--- src/rtl/txf_pkg.sv ---
package txf_pkg;

    localparam int BYTE_W    = 8;
    localparam int MIN_DATA  = 60;
    localparam int FCS_BYTES = 4;
    localparam logic [31:0] CRC_POLY_REF = 32'hEDB88320;
    localparam logic [31:0] CRC_SEED     = 32'hFFFFFFFF;

    typedef enum logic [1:0] {
        ST_DATA,
        ST_PAD,
        ST_FCS,
        ST_DROP
    } txf_state_e;

    typedef struct packed {
        logic [BYTE_W-1:0] data;
        logic              sop;
        logic              eop;
        logic              err;
    } txf_beat_t;

    typedef struct packed {
        logic fcs;
        logic pad;
    } txf_mode_t;

    // One byte of the reflected CRC-32, least significant bit first.
    function automatic logic [31:0] crc_step(input logic [31:0] c, input logic [BYTE_W-1:0] d);
        logic [31:0] r;
        r = c;
        for (int i = 0; i < BYTE_W; i++) begin
            if (r[0] ^ d[i]) r = (r >> 1) ^ CRC_POLY_REF;
            else             r = r >> 1;
        end
        return r;
    endfunction

endpackage

--- src/rtl/txf_crc.sv ---
module txf_crc
    import txf_pkg::*;
(
    input  logic              clk,
    input  logic              rst,
    input  logic              upd,
    input  logic              start,
    input  logic [BYTE_W-1:0] din,
    input  logic [1:0]        sel,
    output logic [BYTE_W-1:0] fcs_byte
);

    logic [31:0] crc_q;
    logic [31:0] crc_inv;

    always_ff @(posedge clk) begin
        if (rst)      crc_q <= CRC_SEED;
        else if (upd) crc_q <= crc_step(start ? CRC_SEED : crc_q, din);
    end

    assign crc_inv  = ~crc_q;
    assign fcs_byte = crc_inv[{sel, 3'b000} +: BYTE_W];

endmodule

--- src/rtl/txf_satcnt.sv ---
module txf_satcnt #(
    parameter int W = 32
) (
    input  logic         clk,
    input  logic         rst,
    input  logic         inc,
    output logic [W-1:0] cnt,
    output logic         ovf
);

    localparam logic [W-1:0] TOP = {W{1'b1}};

    always_ff @(posedge clk) begin
        if (rst) begin
            cnt <= '0;
            ovf <= 1'b0;
        end else begin
            ovf <= 1'b0;
            if (inc && cnt != TOP) begin
                cnt <= cnt + 1'b1;
                ovf <= (cnt == TOP - 1'b1);
            end
        end
    end

endmodule

--- src/rtl/txf_fsm.sv ---
module txf_fsm
    import txf_pkg::*;
#(
    parameter int MAXLEN_W = 14,
    parameter int LEN_W    = MAXLEN_W + 2
) (
    input  logic                clk,
    input  logic                rst,
    input  logic                cfg_enable,
    input  logic                cfg_pad,
    input  logic                cfg_fcs,
    input  logic [MAXLEN_W-1:0] cfg_max_len,
    input  logic                in_valid,
    output logic                in_ready,
    input  logic [BYTE_W-1:0]   in_data,
    input  logic                in_sop,
    input  logic                in_eop,
    output logic                out_valid,
    input  logic                out_ready,
    output txf_beat_t           beat,
    input  logic [BYTE_W-1:0]   fcs_byte,
    output logic [1:0]          fcs_sel,
    output logic                crc_upd,
    output logic                crc_start,
    output logic [BYTE_W-1:0]   crc_din
);

    txf_state_e       state_q;
    logic [LEN_W-1:0] len_q;
    txf_mode_t        mode_q;
    logic [1:0]       idx_q;
    logic             trunc_q;

    logic             first, gate, stray, at_lim, in_last, short_f, take;
    logic [LEN_W-1:0] len_nx, lim, max_ext;
    txf_mode_t        cfg_mode, mode_now;

    always_comb begin
        first         = (len_q == '0);
        cfg_mode.fcs  = cfg_fcs;
        cfg_mode.pad  = cfg_pad & cfg_fcs;
        mode_now      = first ? cfg_mode : mode_q;
        max_ext       = LEN_W'(cfg_max_len);
        lim           = max_ext - (mode_now.fcs ? LEN_W'(FCS_BYTES) : '0);
        len_nx        = len_q + 1'b1;
        at_lim        = (len_nx >= lim);
        in_last       = in_eop || at_lim;
        short_f       = (len_nx < LEN_W'(MIN_DATA));
        stray         = first && !in_sop;
        gate          = first ? cfg_enable : 1'b1;

        in_ready  = 1'b0;
        out_valid = 1'b0;
        beat      = '0;
        case (state_q)
            ST_DATA: begin
                in_ready  = gate && (stray || out_ready);
                out_valid = gate && in_valid && !stray;
                beat.data = in_data;
                beat.sop  = first;
                beat.eop  = in_last && !mode_now.fcs;
                beat.err  = in_last && !mode_now.fcs && at_lim && !in_eop;
            end
            ST_PAD: begin
                out_valid = 1'b1;
            end
            ST_FCS: begin
                out_valid = 1'b1;
                beat.data = fcs_byte;
                beat.eop  = (idx_q == 2'd3);
                beat.err  = (idx_q == 2'd3) && trunc_q;
            end
            ST_DROP: begin
                in_ready = 1'b1;
            end
            default: ;
        endcase

        take      = out_valid && out_ready;
        crc_upd   = take && (state_q == ST_DATA || state_q == ST_PAD);
        crc_start = (state_q == ST_DATA) && first;
        crc_din   = beat.data;
        fcs_sel   = idx_q;
    end

    always_ff @(posedge clk) begin
        if (rst) begin
            state_q <= ST_DATA;
            len_q   <= '0;
            mode_q  <= '0;
            idx_q   <= '0;
            trunc_q <= 1'b0;
        end else begin
            case (state_q)
                ST_DATA: begin
                    if (take) begin
                        len_q <= len_nx;
                        if (first) mode_q <= mode_now;
                        if (in_last) begin
                            if (mode_now.fcs) begin
                                trunc_q <= at_lim && !in_eop;
                                idx_q   <= '0;
                                state_q <= (mode_now.pad && short_f) ? ST_PAD : ST_FCS;
                            end else begin
                                len_q <= '0;
                                if (at_lim && !in_eop) state_q <= ST_DROP;
                            end
                        end
                    end
                end
                ST_PAD: begin
                    if (take) begin
                        len_q <= len_nx;
                        if (!short_f) state_q <= ST_FCS;
                    end
                end
                ST_FCS: begin
                    if (take) begin
                        idx_q <= idx_q + 1'b1;
                        if (idx_q == 2'd3) begin
                            len_q   <= '0;
                            state_q <= trunc_q ? ST_DROP : ST_DATA;
                        end
                    end
                end
                ST_DROP: begin
                    if (in_valid && in_eop) state_q <= ST_DATA;
                end
                default: state_q <= ST_DATA;
            endcase
        end
    end

endmodule

--- src/rtl/txf_shaper.sv ---
module txf_shaper
    import txf_pkg::*;
#(
    parameter int CNT_W    = 32,
    parameter int MAXLEN_W = 14
) (
    input  logic                clk,
    input  logic                rst,
    input  logic                cfg_enable,
    input  logic                cfg_pad,
    input  logic                cfg_fcs,
    input  logic [MAXLEN_W-1:0] cfg_max_len,
    input  logic                in_valid,
    output logic                in_ready,
    input  logic [7:0]          in_data,
    input  logic                in_sop,
    input  logic                in_eop,
    output logic                out_valid,
    input  logic                out_ready,
    output logic [7:0]          out_data,
    output logic                out_sop,
    output logic                out_eop,
    output logic                out_err,
    output logic [CNT_W-1:0]    frame_cnt,
    output logic [CNT_W-1:0]    byte_cnt,
    output logic                ev_frame_sent,
    output logic                ev_frame_ovf,
    output logic                ev_byte_ovf
);

    localparam int LEN_W  = MAXLEN_W + 2;
    localparam int N_CNT  = 2;

    txf_beat_t         beat;
    logic [BYTE_W-1:0] fcs_byte, crc_din;
    logic [1:0]        fcs_sel;
    logic              crc_upd, crc_start;
    logic              hs, counted;
    logic [N_CNT-1:0]  cnt_inc, cnt_ovf;
    logic [CNT_W-1:0]  cnt_val [N_CNT];

    txf_fsm #(.MAXLEN_W(MAXLEN_W), .LEN_W(LEN_W)) u_fsm (
        .clk        (clk),
        .rst        (rst),
        .cfg_enable (cfg_enable),
        .cfg_pad    (cfg_pad),
        .cfg_fcs    (cfg_fcs),
        .cfg_max_len(cfg_max_len),
        .in_valid   (in_valid),
        .in_ready   (in_ready),
        .in_data    (in_data),
        .in_sop     (in_sop),
        .in_eop     (in_eop),
        .out_valid  (out_valid),
        .out_ready  (out_ready),
        .beat       (beat),
        .fcs_byte   (fcs_byte),
        .fcs_sel    (fcs_sel),
        .crc_upd    (crc_upd),
        .crc_start  (crc_start),
        .crc_din    (crc_din)
    );

    txf_crc u_crc (
        .clk     (clk),
        .rst     (rst),
        .upd     (crc_upd),
        .start   (crc_start),
        .din     (crc_din),
        .sel     (fcs_sel),
        .fcs_byte(fcs_byte)
    );

    assign out_data = beat.data;
    assign out_sop  = beat.sop;
    assign out_eop  = beat.eop;
    assign out_err  = beat.err;

    assign hs         = out_valid && out_ready;
    assign counted    = hs && cfg_enable;
    assign cnt_inc[0] = counted && beat.eop;
    assign cnt_inc[1] = counted;

    for (genvar g = 0; g < N_CNT; g++) begin : g_cnt
        txf_satcnt #(.W(CNT_W)) u_cnt (
            .clk(clk),
            .rst(rst),
            .inc(cnt_inc[g]),
            .cnt(cnt_val[g]),
            .ovf(cnt_ovf[g])
        );
    end

    assign frame_cnt    = cnt_val[0];
    assign byte_cnt     = cnt_val[1];
    assign ev_frame_ovf = cnt_ovf[0];
    assign ev_byte_ovf  = cnt_ovf[1];

    always_ff @(posedge clk) begin
        if (rst) ev_frame_sent <= 1'b0;
        else     ev_frame_sent <= hs && beat.eop;
    end

endmodule

--- config.mk ---
export PLATFORM = sky130hd
export DESIGN_NAME = txf_shaper
export DESIGN_NICKNAME = d
export VERILOG_FILES = /design/src/rtl/txf_pkg.sv /design/src/rtl/txf_crc.sv /design/src/rtl/txf_satcnt.sv /design/src/rtl/txf_fsm.sv /design/src/rtl/txf_shaper.sv
export SDC_FILE = /design/constraint.sdc
export NUM_CORES = 1
export LEC_CHECK = 0
export BUFFER_PORTS_ARGS = -buffer_cell sky130_fd_sc_hd__clkbuf_2
export CAP_MARGIN = 20
export CORE_MARGIN = 3
export CORE_UTILIZATION = 54
export CTS_BUF_LIST = sky130_fd_sc_hd__clkbuf_8
export DETAILED_ROUTE_END_ITERATION = 16
export PLACE_DENSITY = 0.77
export SLEW_MARGIN = 10
export SYNTH_ARGS = -nofsm -noshare
export SYNTH_HDL_FRONTEND = slang
export SYNTH_SLANG_ARGS = --single-unit
export TNS_END_PERCENT = 5
--- constraint.sdc ---
create_clock -name clk -period 4.45 [get_ports clk]
set_input_delay 0.6675 -clock clk [delete_from_list [all_inputs] [get_ports clk]]
set_output_delay 0.6675 -clock clk [all_outputs]
set_load 0.02 [all_outputs]
### Word level (Yosys, flattened, before mapping)

Index checks and enable logic that the tools add are counted.

* word-level logic and storage cells: 150
* bits of input ports: 31
* register bits: 122

* magnitude comparators: 2
* mux-type cells: 55
* reduce and logical (&&, ||, !) cells: 38
* $add $sub $neg: 5
* shifts and indexed selects: 1
* equal/unequal tests: 17
* bitwise operators: 20

Operators by type and width (count)
* two-way mux 32 bit: 23
* NOT 13 -> 14 bit: 8
* two-way mux 16 bit: 6
* adder 32 x 1 -> 32 bit (second input constant): 2
* equality test 32 bit (second input constant): 2
* != test 32 bit (second input constant): 2
* one-hot mux 16 bit (3 select lines): 1
* two-way mux 2 bit: 16
* NOT 32 bit: 1
* variable part select 32 x 6 -> 8 bit: 1
* logical AND 1 bit: 19
* adder 16 x 1 -> 16 bit (second input constant): 1
* greater-or-equal comparator 16 bit: 1
* zero test 16 bit: 1
* less-than comparator 16 x 6 -> 1 bit (second input constant): 1
* one-hot mux 8 bit (2 select lines): 1
* subtractor 14 x 16 -> 16 bit: 1
* AND reduction 5 bit: 2
* != test 2 x 1 -> 1 bit (second input constant): 4
* != test 2 bit (second input constant): 4
* one-hot mux 2 bit (2 select lines): 2
* one-hot mux 2 bit (4 select lines): 1
* AND reduction 8 bit: 1
* XOR 1 bit: 8
* other kinds (17): 29

### Longest topological paths before layout

* depth in word-level cells: 35
* gate-level depth with buffers: 22
* depth with buffers taken out: 20

### Hierarchy

A second synthesis with hierarchy kept.

* cells, all modules: 1042
* area, all modules: 8918.6 um^2

By module, submodules not included
* txf_fsm: seq. area each 460.4 um^2, area an instance 2816.5 um^2, cells each 341, times used 1
* txf_crc: seq. area each 640.6 um^2, area an instance 2592.5 um^2, cells each 290, times used 1
* txf_satcnt at g_cnt[1].u_cnt: seq. area each 660.6 um^2, area an instance 1789.2 um^2, cells each 207, times used 1
* txf_satcnt at g_cnt[0].u_cnt: seq. area each 660.6 um^2, area an instance 1674.1 um^2, cells each 200, times used 1
* txf_shaper: seq. area each 20.0 um^2, area an instance 46.3 um^2, cells each 4, times used 1

### Least setup slack after synthesis

Ideal clock, no wire load.

* path kind: register -> register
* start point: register u_fsm.len_q[0]
* end point: register g_cnt[0].u_cnt.cnt[0]
* period minus slack after synthesis: 4.765 ns
* required time: 4.380 ns
* cell stages (with the launch flop): 23
* library setup time: 0.070 ns
* setup slack: -0.315 ns
* arrival: 4.694 ns
* path through: dfxtp_1 > inv_1 > ha_1 > nor4b_4 > nand4_2 > mux2i_1 > inv_1 > ha_1 > inv_1 > nor4_1 > nand2b_1 > xor2_1 > ha_1 > and4_1 > nand2_1 > nor3_1 > a2111oi_0 > a21oi_1 > o21ai_2 > clkbuf_1 > clkbuf_1 > o21ai_0 > a21oi_1

RTL lines
* from (decl): line txf_fsm.sv:29 `logic [LEN_W-1:0] len_q;`
* from (signal assigned): line txf_fsm.sv:97 `len_q <= len_nx;`
* from (signal assigned): line txf_fsm.sv:113 `len_q <= len_nx;`
* to (signal assigned): line txf_satcnt.sv:20 `cnt <= cnt + 1'b1;`
* to (decl): line txf_satcnt.sv:7 `output logic [W-1:0] cnt,`

==> summary.md <==
| Metric | Value |
|---|---|
| Status | `complete, but fails checks` |
| Failing checks | `negative setup slack` |
| Unrepaired setup endpoints after global routing | `true` |
| CP max FO | `4` |
| Synthesized netlist cell count | `approximately 970` |
| DRT iter0 DRCs | `645` |
| Detailed Place HPWL | `14200 um` |
| First-pass GRT wire length | `33300 um` |
| I/O Buffers | `110` |
| Tmin final | `4.58 ns` |
| DRC viols | `0` |
| CTS sink cnt | `122` |
| CTS tree | `done` |
| Critical Path, Cell by Cell | `inv_2, ha_4, nor4b_4, nand4_2, mux2i_2, inv_2, buf_6, ha_4, buf_6, nand3b_1, xor2_1, ha_1, a21o_1, a21oi_2, a21oi_2, o31ai_4, a21oi_2, or2_4, buf_8` |
| CTS Buf Count | `17` |
| Fin. Hold Viols | `0` |
| Synthesized flop and latch total | `about 120` |
| Crit share post-route | `1.03` |
| WL final | `20600 um` |
| Max Cap Viol | `0` |
| Yosys top cell by area | `dfxtp_1` |
| Final setup vio count | `2` |
| Routed via count | `7507` |
| Most used cell, CP | `a21oi_2` |
| Leak | `approximately 0.0037 uW` |
| CTS root buf | `clkbuf_8` |
| Crit path launch type | `register` |
| RePlAce Congestion | `0.878` |
| Number of buffers and inverters on the critical path | `5` |
| Arr. time, crit path | `3.91 ns` |
| Antenna Cells | `0` |
| Ys Warns | `0` |
| Worst path top cell family by delay | `simple AND/OR/NAND/NOR gates` |
| Top post-synthesis cells by area | `dfxtp_1, xnor2_1, nor2_1` |
| Post-synth top flop | `dfxtp_1` |
| Synth unique cells | `between 60 and 70` |
| Post-Place Cell Area | `a little under 0.009 mm^2` |
| Fraction of layout cells with a size suffix above 1 | `0.260` |
| Slowest CP cell | `dfxtp_2` |
| Final worst slack | `-0.130 ns` |
| Synth-to-layout area growth | `21.1%` |
| DIE HEIGHT | `about 130 um` |
| Clock slew at reported path FFs | `0.07 ns` |
| Mapped Nets | `1027` |
| Chip width | `128 um` |
| Die ar. | `0.0163 mm^2` |
| Critical Path RT | `between 3 and 4 ns` |
| Initial antenna violation count | `0` |
| Grt ovf | `0` |
| Peak supply drop | `0.364 mV` |
| Clock H-tree levels | `4` |
| Synthesized area per cell | `8.25 um^2` |
| I/O Pins | `~110` |
| Final instance area | `0.00966 mm^2` |
| Maximum clock insertion buffer count | `2` |
| Max-slew headroom | `0.418` |
| Crit end category | `output pin` |
| Worst Skew | `between 0.01 and 0.015 ns` |
| TritonRoute pass-1 iters | `5` |
| Worst-margin pin slew | `0.866 ns` |
| Crit-path max cell delay | `0.32 ns` |
| Mapped Area | `~0.008 mm^2` |
| Async set-reset flop share out of synthesis | `0` |
| Crit path kind | `register to output pin` |
| Largest net degree at the start of global routing | `71` |
| Cell Pwr Density | `569 mW/mm^2` |
| Yosys top cell area share | `0.306` |
| Antenna Nets Post-Route | `0` |
| Vias per inst | `just under 6` |
| Post-synth EDFFs | `0` |
| Fmax | `about 220 MHz` |
| Hold Buf Count CTS | `0` |
| Most common cell after layout, fill and taps aside | `dfxtp_1` |
| Slew Limit Fails | `0` |
| Commonest cells after routing, fill and taps aside | `dfxtp_1, nor2_1, clkbuf_2` |
| Routed length per instance | `roughly 16 um` |
| Rows | `43` |
| Post-Place Worst Slack | `-0.152 ns` |
| Vias in the first global route | `between 6000 and 7000` |
| Initial core utilization | `0.564` |
| HP Class | `register to register` |
| CORE AREA | `0.0141 mm^2` |
| Total track usage | `0.246` |
| Seq/Total Area, Yosys | `0.306` |
| # nets final | `roughly 1200` |
| Latest clock arrival within the worst-skew pair | `roughly 0.45 ns` |
[power by group]
| group | internal, uW | total, uW | leakage (uW) | switching (uW) |
|---|---|---|---|---|
| clock network | 661 | 1140 | 0.000222 | 482 |
| registers | 1230 | 1370 | 0.000988 | 130 |
| logic | 1270 | 2980 | 0.00249 | 1710 |
| total | 3170 | 5490 | 0.00370 | 2320 |
[Yosys cell counts (all sizes together), types with 3 or more instances]
cell type and number:
o21ba 3, nand4 22, nor4b 4, nor4 24, mux2i 3, dfxtp 122, mux2 9, buf 12
mux4 8, or2 5, xnor2 74, ha 29, o31ai 10, inv 29, nand3b 3, nand3 43
clkbuf 43, nor3 23, a311oi 4, nand4b 3, nand2 74, and2 10, a21oi 63, nor2 115
nor2b 10, o21a 6, a41oi 6, and4 8, xor2 40, and3 17, o21ai 45, or3 28
a31oi 6, a21o 3, a211o 27, o31a 4, or4 9
[through the flow]
step | cells | hold WS, ns | utilization | TNS (ns) | power (uW)
floorplan | 967 | 0.432 | - | -0.594 | 3580
global placement | 1239 | 0.444 | 0.624 | 0 | 4180
detailed placement | 1239 | 0.449 | 0.624 | -0.574 | 4210
CTS | 1280 | 0.460 | 0.666 | -0.354 | 5420
global route | 1285 | 0.499 | 0.683 | -1.95 | 5830
finish | 1285 | 0.456 | 0.683 | -0.198 | 5490
[registers in the layout, indices dropped and copies added, names as in the netlist]
register	cells
u_crc.crc_q	32
u_fsm.fcs_sel	2
g_cnt.u_cnt.cnt	64
u_fsm.state_q	2
g_cnt.u_cnt.ovf	2
u_fsm.trunc_q	1
u_fsm.mode_q	2
ev_frame_sent	1
u_fsm.len_q	16
[worst reg2reg max path, cell delays in order, from the launching register on]
cell and delay, ns:
dfxtp_2 0.32, inv_2 0.07, ha_4 0.14, nor4b_4 0.25
nand4_2 0.19, mux2i_2 0.21, inv_2 0.12, ha_4 0.15
inv_2 0.04, nor4_4 0.16, nand2b_1 0.11, xor2_1 0.17
ha_1 0.30, and4_4 0.22, nand2_2 0.06, nor3_4 0.23
a2111oi_4 0.11, a21oi_2 0.20, buf_4 0.13, buf_4 0.10
o21ai_2 0.07, buf_12 0.22, nor4_2 0.35, mux2_2 0.37
[per-layer routing]
metal / track usage / wire length [um]
met5: 0 / 0
met4: 0.0934 / 424
met3: 0.0527 / 1310
met2: 0.391 / 9790
met1: 0.329 / 9080
[final timing paths]
path              startpoint               endpoint  slack (ns)  cells past startpoint
max           u_fsm.len_q[0]                out_eop       -0.13                     19
min          u_fsm.mode_q[0]        u_fsm.mode_q[0]        0.46                      2
max reg2reg   u_fsm.len_q[0]  g_cnt[0].u_cnt.cnt[9]        0.04                     23
min reg2reg  u_fsm.mode_q[0]        u_fsm.mode_q[0]        0.46                      2
[logic make-up after synthesis]
kind of cell,Yosys count,share of synthesized area
DFF,122,0.306
xor gates and xnor gates,116,0.144
and+or+nand+nor,403,0.262
adders and majority gates,29,0.0455
AOI/OAI and AO/OA,193,0.159
muxes,20,0.0391
buffers and inverters,84,0.0439
[layout make-up]
type / instances / area (um^2)
sequential: 122 / 2440
timing repair buffer: 161 / 966
fill: 1160 / 4490
clock inverter: 12 / 186
multi-input combinational: 761 / 5450
tap: 180 / 225
clock buffer: 20 / 275
inverter: 29 / 109
[timing repair]
item / 4_1_cts / 5_1_grt
pin swaps: 18 / 24
setup buffers: 9 / 4
setup endpoints to repair: 17 / 24
gates resized for setup: 21 / 39
No activity file was read; power rests on OpenSTA's default activity.
